## src/rtl/i2f_pkg.sv

```systemverilog
package i2f_pkg;
  localparam int DP_EXP_W  = 11;
  localparam int DP_FRAC_W = 52;
  localparam int SP_EXP_W  = 8;
  localparam int SP_FRAC_W = 23;
  localparam int DP_BIAS   = 1023;
  localparam int SP_BIAS   = 127;

  typedef enum logic [1:0] {
    RND_NEAR_EVEN = 2'b00,
    RND_TO_ZERO   = 2'b01,
    RND_UP        = 2'b10,
    RND_DOWN      = 2'b11
  } rnd_mode_e;

  localparam logic [4:0] CLS_QNAN     = 5'b10001;
  localparam logic [4:0] CLS_NEG_INF  = 5'b01001;
  localparam logic [4:0] CLS_NEG_NORM = 5'b01000;
  localparam logic [4:0] CLS_NEG_DEN  = 5'b11000;
  localparam logic [4:0] CLS_NEG_ZERO = 5'b10010;
  localparam logic [4:0] CLS_POS_ZERO = 5'b00010;
  localparam logic [4:0] CLS_POS_DEN  = 5'b10100;
  localparam logic [4:0] CLS_POS_NORM = 5'b00100;
  localparam logic [4:0] CLS_POS_INF  = 5'b00101;

  function automatic logic [4:0] fp_class(input logic sgn, input logic exp_lo,
                                          input logic exp_hi, input logic frac_nz);
    if (exp_hi) return frac_nz ? CLS_QNAN : (sgn ? CLS_NEG_INF : CLS_POS_INF);
    if (exp_lo) begin
      if (frac_nz) return sgn ? CLS_NEG_DEN : CLS_POS_DEN;
      return sgn ? CLS_NEG_ZERO : CLS_POS_ZERO;
    end
    return sgn ? CLS_NEG_NORM : CLS_POS_NORM;
  endfunction
endpackage

```

## src/rtl/i2f_unpack.sv

```systemverilog
module i2f_unpack #(
  parameter int W = 64
) (
  input  logic [W-1:0] src_i,
  input  logic [1:0]   type_i,
  output logic         sign_o,
  output logic [W-1:0] mag_o
);
  localparam int HW = W / 2;

  logic [W-1:0] wide;

  always_comb begin
    if (type_i[1])      wide = src_i;
    else if (type_i[0]) wide = {{HW{1'b0}}, src_i[HW-1:0]};
    else                wide = {{HW{src_i[HW-1]}}, src_i[HW-1:0]};
    sign_o = ~type_i[0] & wide[W-1];
    // two's-complement negate; most-negative value maps to 2^(W-1) unsigned
    mag_o  = sign_o ? (~wide + W'(1)) : wide;
  end
endmodule

```

## src/rtl/i2f_lzc.sv

```systemverilog
module i2f_lzc #(
  parameter int W   = 64,
  parameter int C_W = $clog2(W + 1)
) (
  input  logic [W-1:0]   val_i,
  output logic [C_W-1:0] cnt_o,
  output logic           zero_o
);
  logic found;

  always_comb begin
    cnt_o = '0;
    found = 1'b0;
    for (int i = W - 1; i >= 0; i--) begin
      if (!found) begin
        if (val_i[i]) found = 1'b1;
        else          cnt_o = cnt_o + C_W'(1);
      end
    end
    zero_o = ~found;
  end
endmodule

```

## src/rtl/i2f_round.sv

```systemverilog
module i2f_round
  import i2f_pkg::*;
#(
  parameter int W = 64,
  parameter int P = 53
) (
  input  logic [W-1:0] norm_i,
  input  logic         sign_i,
  input  rnd_mode_e    rmode_i,
  output logic [P-1:0] mant_o,
  output logic         carry_o,
  output logic         inexact_o,
  output logic         inc_o
);
  localparam int GB = W - 1 - P;

  logic [P-1:0] keep;
  logic         guard, sticky;
  logic [P:0]   sum;

  always_comb begin
    keep      = norm_i[W-1 -: P];
    guard     = norm_i[GB];
    sticky    = |norm_i[GB-1:0];
    inexact_o = guard | sticky;
    unique case (rmode_i)
      RND_NEAR_EVEN: inc_o = guard & (sticky | keep[0]);
      RND_TO_ZERO:   inc_o = 1'b0;
      RND_UP:        inc_o = ~sign_i & inexact_o;
      RND_DOWN:      inc_o = sign_i & inexact_o;
      default:       inc_o = 1'b0;
    endcase
    sum     = {1'b0, keep} + (P+1)'(inc_o);
    carry_o = sum[P];
    mant_o  = carry_o ? sum[P:1] : sum[P-1:0];
  end
endmodule

```

## src/rtl/i2f_cvt.sv

```systemverilog
module i2f_cvt
  import i2f_pkg::*;
#(
  parameter int DATA_W = 64
) (
  input  logic              clk_i,
  input  logic              rst_ni,
  input  logic              valid_i,
  input  logic [DATA_W-1:0] src_i,
  input  logic [1:0]        type_i,
  input  logic              single_i,
  input  logic [1:0]        rmode_i,
  output logic              valid_o,
  output logic [DATA_W-1:0] result_o,
  output logic [4:0]        class_o,
  output logic              fr_o,
  output logic              fi_o,
  output logic              xx_o,
  output logic              fx_o
);
  localparam int CNT_W   = $clog2(DATA_W + 1);
  localparam int DP_MANT = DP_FRAC_W + 1;
  localparam int SP_MANT = SP_FRAC_W + 1;
  localparam int N_PREC  = 2;
  localparam int E_W     = DP_EXP_W + 1;

  logic              sign;
  logic [DATA_W-1:0] mag, norm;
  logic [CNT_W-1:0]  lz;
  logic              is_zero;

  i2f_unpack #(.W(DATA_W)) u_unpack (
    .src_i (src_i),
    .type_i(type_i),
    .sign_o(sign),
    .mag_o (mag)
  );

  i2f_lzc #(.W(DATA_W), .C_W(CNT_W)) u_lzc (
    .val_i (mag),
    .cnt_o (lz),
    .zero_o(is_zero)
  );

  assign norm = mag << lz;

  logic [N_PREC-1:0]  carry_v, inexact_v, inc_v;
  logic [DP_MANT-1:0] mant_v [N_PREC];

  // index 0: binary64 precision, index 1: binary32 precision
  for (genvar g = 0; g < N_PREC; g++) begin : g_prec
    localparam int P = (g == 0) ? DP_MANT : SP_MANT;
    logic [P-1:0] mant;
    i2f_round #(.W(DATA_W), .P(P)) u_round (
      .norm_i   (norm),
      .sign_i   (sign),
      .rmode_i  (rnd_mode_e'(rmode_i)),
      .mant_o   (mant),
      .carry_o  (carry_v[g]),
      .inexact_o(inexact_v[g]),
      .inc_o    (inc_v[g])
    );
    assign mant_v[g] = DP_MANT'(mant) << (DP_MANT - P);
  end

  logic               sel, carry, inexact, inc, upd;
  logic [DP_MANT-1:0] mant;
  logic [E_W-1:0]     e_unb;
  logic [DP_EXP_W-1:0] exp_dp;
  logic [SP_EXP_W-1:0] exp_sp;
  logic               exp_hi;
  logic [DATA_W-1:0]  res_d;
  logic [4:0]         cls_d;

  always_comb begin
    sel     = single_i;
    carry   = carry_v[sel];
    inexact = inexact_v[sel];
    inc     = inc_v[sel];
    mant    = mant_v[sel];
    e_unb   = E_W'(DATA_W - 1) - E_W'(lz) + E_W'(carry);
    exp_dp  = DP_EXP_W'(e_unb + E_W'(DP_BIAS));
    exp_sp  = SP_EXP_W'(e_unb + E_W'(SP_BIAS));
    exp_hi  = sel ? (&exp_sp) : (&exp_dp);
    res_d   = is_zero ? '0 : {sign, exp_dp, mant[DP_FRAC_W-1:0]};
    cls_d   = fp_class(sign, is_zero, exp_hi, |mant[DP_FRAC_W-1:0]);
    // 32-bit source into binary64 is exact by construction: status untouched
    upd     = single_i | type_i[1];
  end

  always_ff @(posedge clk_i or negedge rst_ni) begin
    if (!rst_ni) begin
      valid_o  <= 1'b0;
      result_o <= '0;
      class_o  <= '0;
      fr_o     <= 1'b0;
      fi_o     <= 1'b0;
      xx_o     <= 1'b0;
      fx_o     <= 1'b0;
    end else begin
      valid_o <= valid_i;
      if (valid_i) begin
        result_o <= res_d;
        if (upd) begin
          class_o <= cls_d;
          fr_o    <= inc;
          fi_o    <= inexact;
          if (inexact) begin
            xx_o <= 1'b1;
            fx_o <= 1'b1;
          end
        end
      end
    end
  end

  AST_VALID_RISE: assert property (@(posedge clk_i) disable iff (!rst_ni)
    valid_i |=> valid_o);
  AST_VALID_IDLE: assert property (@(posedge clk_i) disable iff (!rst_ni)
    !valid_i |=> !valid_o);
  AST_RESULT_HOLD: assert property (@(posedge clk_i) disable iff (!rst_ni)
    !valid_i |=> $stable(result_o));
  AST_EXACT_KEEPS_STATUS: assert property (@(posedge clk_i) disable iff (!rst_ni)
    (valid_i && !single_i && !type_i[1]) |=>
      ($stable(class_o) && $stable(fr_o) && $stable(fi_o) && $stable(xx_o) && $stable(fx_o)));
  AST_FR_NEEDS_FI: assert property (@(posedge clk_i) disable iff (!rst_ni)
    fr_o |-> fi_o);
  AST_XX_STICKY: assert property (@(posedge clk_i) disable iff (!rst_ni)
    xx_o |=> xx_o);
  AST_FX_WITH_XX: assert property (@(posedge clk_i) disable iff (!rst_ni)
    fx_o |-> xx_o);
  AST_SP_LOW_ZERO: assert property (@(posedge clk_i) disable iff (!rst_ni)
    (valid_i && single_i) |=> (result_o[28:0] == 29'd0));
endmodule

```

## config.mk

```make
export PLATFORM = sky130hd
export DESIGN_NAME = i2f_cvt
export DESIGN_NICKNAME = d
export VERILOG_FILES = /design/src/rtl/i2f_pkg.sv /design/src/rtl/i2f_unpack.sv /design/src/rtl/i2f_lzc.sv /design/src/rtl/i2f_round.sv /design/src/rtl/i2f_cvt.sv
export SDC_FILE = /design/constraint.sdc
export NUM_CORES = 1
export LEC_CHECK = 0
export CORE_MARGIN = 2
export CORE_UTILIZATION = 25
export CTS_BUF_LIST = sky130_fd_sc_hd__clkbuf_4 sky130_fd_sc_hd__clkbuf_8
export DETAILED_ROUTE_END_ITERATION = 7
export PLACE_DENSITY = 0.48
export SLEW_MARGIN = 5
export SYNTH_ARGS = -nofsm -noshare
export SYNTH_HDL_FRONTEND = slang
export SYNTH_SLANG_ARGS = --single-unit
```

## constraint.sdc

```tcl
create_clock -name clk_i -period 2.6 [get_ports clk_i]
set_clock_uncertainty 0.15 [all_clocks]
set_input_delay 0.52 -clock clk_i [delete_from_list [all_inputs] [get_ports clk_i]]
set_output_delay 0.52 -clock clk_i [all_outputs]
set_load 0.01 [all_outputs]
```

# ---- Word level (Yosys, flattened, before mapping)
# Index checks and enable logic that the tools add are counted.
dict set report word_totals {
  regBits 73
  input_bits 72
  out_inout_bits 74
  elab_cells 395
}
dict set report classes {
  n_addsub 70
  n_lt_le_gt_ge 2
  n_eq_ne 3
  n_shift 1
  muxes 289
  bitwise_logic 16
  reduce_logical 8
}
# cell count
set ops {}
lappend ops {{2-to-1 mux 7 bit} 126}
lappend ops {{adder 7 x 1 -> 7 bit, second input constant} 62}
lappend ops {{2-to-1 mux 64 bit} 4}
lappend ops {{2-to-1 mux 52 bit} 4}
lappend ops {{2-to-1 mux 1 bit} 141}
lappend ops {{adder 64 x 1 -> 64 bit, second input constant} 1}
lappend ops {{inverter 64 bit} 1}
lappend ops {{<< shifter 64 x 7 -> 64 bit} 1}
lappend ops {{adder 53 x 1 -> 54 bit} 1}
lappend ops {{OR reduction 52 bit} 1}
lappend ops {{2-to-1 mux 5 bit} 8}
lappend ops {{OR reduction 39 bit} 1}
lappend ops {{adder 24 x 1 -> 25 bit} 1}
lappend ops {{2-to-1 mux 23 bit} 1}
lappend ops {{2-to-1 mux 4 bit} 3}
lappend ops {{adder 9 x 11 -> 11 bit, second input constant} 1}
lappend ops {{AND reduction 11 bit} 1}
lappend ops {{OR reduction 10 bit} 1}
lappend ops {{adder 8 x 2 -> 9 bit} 1}
lappend ops {{adder 8 bit, second input constant} 1}
lappend ops {{case mux 1 bit (4 select lines)} 2}
lappend ops {{AND reduction 8 bit} 1}
lappend ops {{subtractor 6 x 7 -> 8 bit, first input constant} 1}
lappend ops {{AND 1 bit} 7}
lappend ops {{11 further kinds} 17}

# ---- Longest topological paths before layout
dict set report logic_depth {
  word_depth 213
  mapped_depth 257
  depth_no_buf 249
}

# ---- Cells and area by module
# Synthesis repeated with hierarchy kept, for this count alone.
dict set report hier_totals {
  cells_unflattened 2929
  hier_area_um2 22136.2
}
# module instances cells_per_inst area_per_inst_um2 seq_area_each_um2
set by_module_without_submodules {}
lappend by_module_without_submodules {i2f_lzc 1 1457 10023.4 0.0}
lappend by_module_without_submodules {i2f_cvt 1 760 7686.1 1826.8}
lappend by_module_without_submodules {i2f_unpack 1 324 2020.7 0.0}
lappend by_module_without_submodules {{i2f_round at g_prec[0].u_round} 1 268 1626.6 0.0}
lappend by_module_without_submodules {{i2f_round at g_prec[1].u_round} 1 120 779.5 0.0}

# ---- Worst setup path after synthesis
# OpenSTA, ideal clock, no wires.
dict set report synth_timing {
  path_kind {in2reg}
  start {in src_i[19]}
  end {reg class_o[2]}
  setup_ns 0.131
  t_arrival_ns 43.841
  required_time_ns 2.319
  slack_ns -41.522
  cell_stages 241
  n_path_buf 12
  path_cell_list {clkbuf_1 > or4_1 > nor3_1 > nand4_1 > or3_1 > nand3_1 > clkinv_1 > ha_1 > nor2_1 > nor2_1 > ha_1 > mux2i_1 > a21oi_1 > ha_1 > o21ai_0 > a21oi_1 > ha_1 > mux2i_1 > (+205 left out) > nor2_1 > o21a_1 > ha_1 > ha_1 > nor4b_1 > nor4bb_1 > and4b_1 > nor2b_1 > nand2_1 > a2111o_1 > or4_4 > nor2_2 > mux2_2 > a222oi_1 > and4_1 > nand4b_1 > nor4_4 > nor3_1}
}
dict set report synth_via {
  elab_chain_cells 213
  word_cells_on_any_way 348
  cone_classes {70 x add/sub; 1 x shift; 261 x mux; 11 x bitwise; 5 x reduce/logical}
}
# item line
set synth_rtl {}
lappend synth_rtl {{from (decl)} i2f_cvt.sv:9} ;# input logic [DATA_W-1:0] src_i,
lappend synth_rtl {{2-to-1 mux 64 bit} i2f_unpack.sv:15} ;# else if (type_i[0]) wide = {{HW{1'b0}}, src_i[HW-1:0]};
lappend synth_rtl {{2-to-1 mux 64 bit (*)} i2f_unpack.sv:14} ;# if (type_i[1]) wide = src_i;
lappend synth_rtl {{inverter 64 bit} i2f_unpack.sv:19} ;# mag_o = sign_o ? (~wide + W'(1)) : wide;
lappend synth_rtl {{adder 64 x 1 -> 64 bit} i2f_unpack.sv:19}
lappend synth_rtl {{2-to-1 mux 64 bit (*)} i2f_unpack.sv:19}
lappend synth_rtl {{parallel branches: the longest is 207 deep, another holds adder 7 x 1 -> 7 bit} --}
lappend synth_rtl {{2-to-1 mux 5 bit (*)} i2f_pkg.sv:29} ;# if (exp_lo) begin
lappend synth_rtl {{to (signal assigned)} i2f_cvt.sv:105} ;# class_o <= cls_d;
lappend synth_rtl {{to (decl)} i2f_cvt.sv:15} ;# output logic [4:0] class_o,
# Every way passes the cells marked *. The select of a mux whose other input is x is not followed.
# A chain may end at the register's enable or synchronous reset.

# ---- Final worst setup path
dict set report layout_timing {
  start {in src_i[6]}
  end {reg class_o[3]}
}
# The elaborated chain is that of the path after synthesis.

==> results.toml <==
[cts]
cts_buffer_depth = 2
clock_sinks = 73
cts_tree = "done"
clk_pin_slew_ps = 80
clk_latency_ps = 350
root_buffer = "clkbuf_8"
htreeDepth = 3
numCtsBuffers = 9

[placement]
hpwl_um = 96470
port_buffers = 145
gp_congestion = 0.9558
dpl_cell_area_um2 = 37990

[timing]
period_share_pct = 1555
slew_violations = 0
rsz0062_at_grt = "true"
finalHoldViolCount = 0
slew_headroom_pct = 46.83
achievable-frequency_mhz = 24.74
layout_min_cycle_time_ps = 40420
setup_viol = 71
worst-slew-pin-transition_ps = 797.6
worst_slack_ps = -37820
whs_ps = 333.7

[global_routing]
antenna_found_initial = 3
grt_pass1_vias = 31807
grt_max_degree = 56
grt.total_usage_pct = 22.88
grt_pass1_wl_um = 181000
grt.overflow.total = 0

[final_layout]
postLayoutCellArea_um2 = 41590
layout.nets = 5302
nFillCells = 9643
postLayoutCoreUtil_pct = 44.43
final_common_cell = "buf_4"
n_antenna_cell = 0
drive_gt1_share_pct = 42.99
area_growth_syn_to_layout_pct = 75.41
final_cell_mix = "buf_4 (1580), nand2_1 (445), nor2_1 (409)"

[synthesis]
ys_ff_latch = 73
synth_cell_type_count = 122
avgSynthCellArea_um2 = 6.729
syn_inst = 3524
yosys_warnings = 0
synthesis.area_um2 = 23710
synth-async-reset-ratio_pct = 100.0
synth.net_count = 3665
ys.flop_type = "dfrtp_1"
synth-edff-count = 0
ys_seq_area_share_pct = 7.704

[worst_setup_path]
crit_arrival_ps = 40500
worstPathMaxFanout = 4
required_ps = 2680
crit_type = "in -> reg"
path_common_cell = "ha_1"
worstSetupStartpointType = "primary input"
crit_path_max_incr_delay_ps = 570
endpoint_kind = "register"
crit_path_top_delay_cell = "or4_4"

[floorplan]
die_w_um = 312.0
coreArea_um2 = 93610
fp-row-count = 112
die_area_um2 = 97330
io_pins = 146
initial_core_util_pct = 25.33
chipHeight_um = 312.0

[status]
outcome = "finished, violations left"
violations = "setup timing"

[routing]
ant_nets = 0
drt_wl_total_um = 117400
viasPerCell = 5.124
dr.pass1.iters = 6
routedWlPerCell_um = 18.29
vias = 32895
drt_iter0_drc = 2585
post-route-drc-count = 0

[hold_path]
hp-class = "reg -> reg"

[flow_run]
maxCapViolCount = 0

[power]
peakVddDrop_uv = 352.4
powerDensity_nw_per_um2 = 601.1
fin_total_pwr_w = 0.02500
p_leak_nw = 18.49
-- cell type report --
class,count,area [um2],share of cell area (%)
tap,1254,1569,3.772
timing repair buffer,1806,14360,34.52
clock inverter,6,67.56,0.1624
multi-input combinational,3162,23230,55.84
inverter,109,412.9,0.9927
clock buffer,10,131.4,0.3159
sequential,73,1827,4.392
-- state kept, by name, indices dropped and copies added, names as in the netlist --
signal	flops
class_o	5
valid_o	1
fi_o	1
fx_o	1
fr_o	1
result_o	64
-- worst max-delay path: cells and delay by family --
family	cells	cell delay (ps)
adder cells (fa/ha/maj)	61	16500
multiplexers	22	4690
AO/OA/AOI/OAI	52	6770
AND/OR/NAND/NOR	85	9880
buffers and inverters	12	1150
XOR/XNOR	5	940
-- kinds of logic (layout without fill, tap and decap cells) --
logic type      after synthesis  count (layout)  share of synthesized area, %
compound gates              920             920                         25.67
fa+ha+maj                    87              87                         4.401
flops                        73              73                         7.704
simple gates               1622            1622                         33.85
buf+inv                     289            1931                         4.886
mux                         180             180                         7.920
xor+xnor                    353             353                         15.57
-- report_power, final --
part	switching (W)	total (W)	internal, W
Sequential	0.000239	0.00174	0.00150
Clock	0.000448	0.000906	0.000457
Combinational	0.0109	0.0224	0.0114
Total	0.0116	0.0250	0.0134
-- Yosys cell counts, drive strengths merged, types with 27 or more instances --
cell | count | area share [%]
ha | 69 | 3.6
nand3 | 128 | 2.7
xor2 | 103 | 4.1
nor3 | 105 | 2.3
o22ai | 36 | 0.95
nor4 | 45 | 1.4
nand2b | 46 | 1.2
mux2i | 122 | 5.2
a21o | 27 | 0.85
buf | 65 | 1.3
o211ai | 31 | 0.98
dfrtp | 73 | 7.7
xnor2 | 223 | 8.8
nand4 | 59 | 1.6
nor2 | 436 | 6.9
o21a | 27 | 0.85
mux2 | 58 | 2.8
nand2 | 478 | 7.6
inv | 107 | 1.7
o21ai | 227 | 4.8
and3 | 49 | 1.3
or3 | 43 | 1.1
and2 | 45 | 1.2
o31ai | 33 | 1.1
a31oi | 33 | 0.90
a211oi | 49 | 1.6
a21oi | 237 | 5.0
clkbuf | 115 | 1.8
or2 | 28 | 0.74
-- final timing paths --
| path | from | cells after the start | slack [ps] | endpoint |
|---|---|---|---|---|
| max | src_i[6] | 237 | -37820 | class_o[3] |
| min | result_o[29] | 2 | 330 | result_o[29] |
| max reg2reg | result_o[49] | 1 | 1670 | result_o[49] |
| min reg2reg | result_o[29] | 2 | 330 | result_o[29] |
| max in group asynchronous | rst_ni | 3 | 1210 | result_o[1] |
| min in group asynchronous | rst_ni | 2 | 510 | result_o[9] |
-- stage by stage --
step | TNS, ps | instances | worst slack (ps)
after floorplan | -2664320 | 3524 | -38910
after global routing | -2746530 | 6420 | -40040
after detailed placement | -2683420 | 6244 | -39150
after CTS | -2557920 | 6367 | -37350
after global placement | -2648090 | 6244 | -38660
final | -2593410 | 6420 | -37820
-- layer usage --
layer	wire length, um	global-route usage [%]	part of all wire, %
met1	53940	31.33	46
met2	55710	39.55	47
met3	5429	1.845	4.6
met4	2329	3.868	2.0
met5	0	0	0
-- repair_timing --
action | in CTS | in global routing
endpoints found under the setup margin | 71 | 71
hold buffers | 1 | 0
pin swaps | 167 | 183
buffers inserted | 107 | 66
endpoints found under the hold margin | 31 | 0
gates cloned | 1 | 1
gates resized for setup | 293 | 324
No activity file was read; power rests on OpenSTA's default activity.
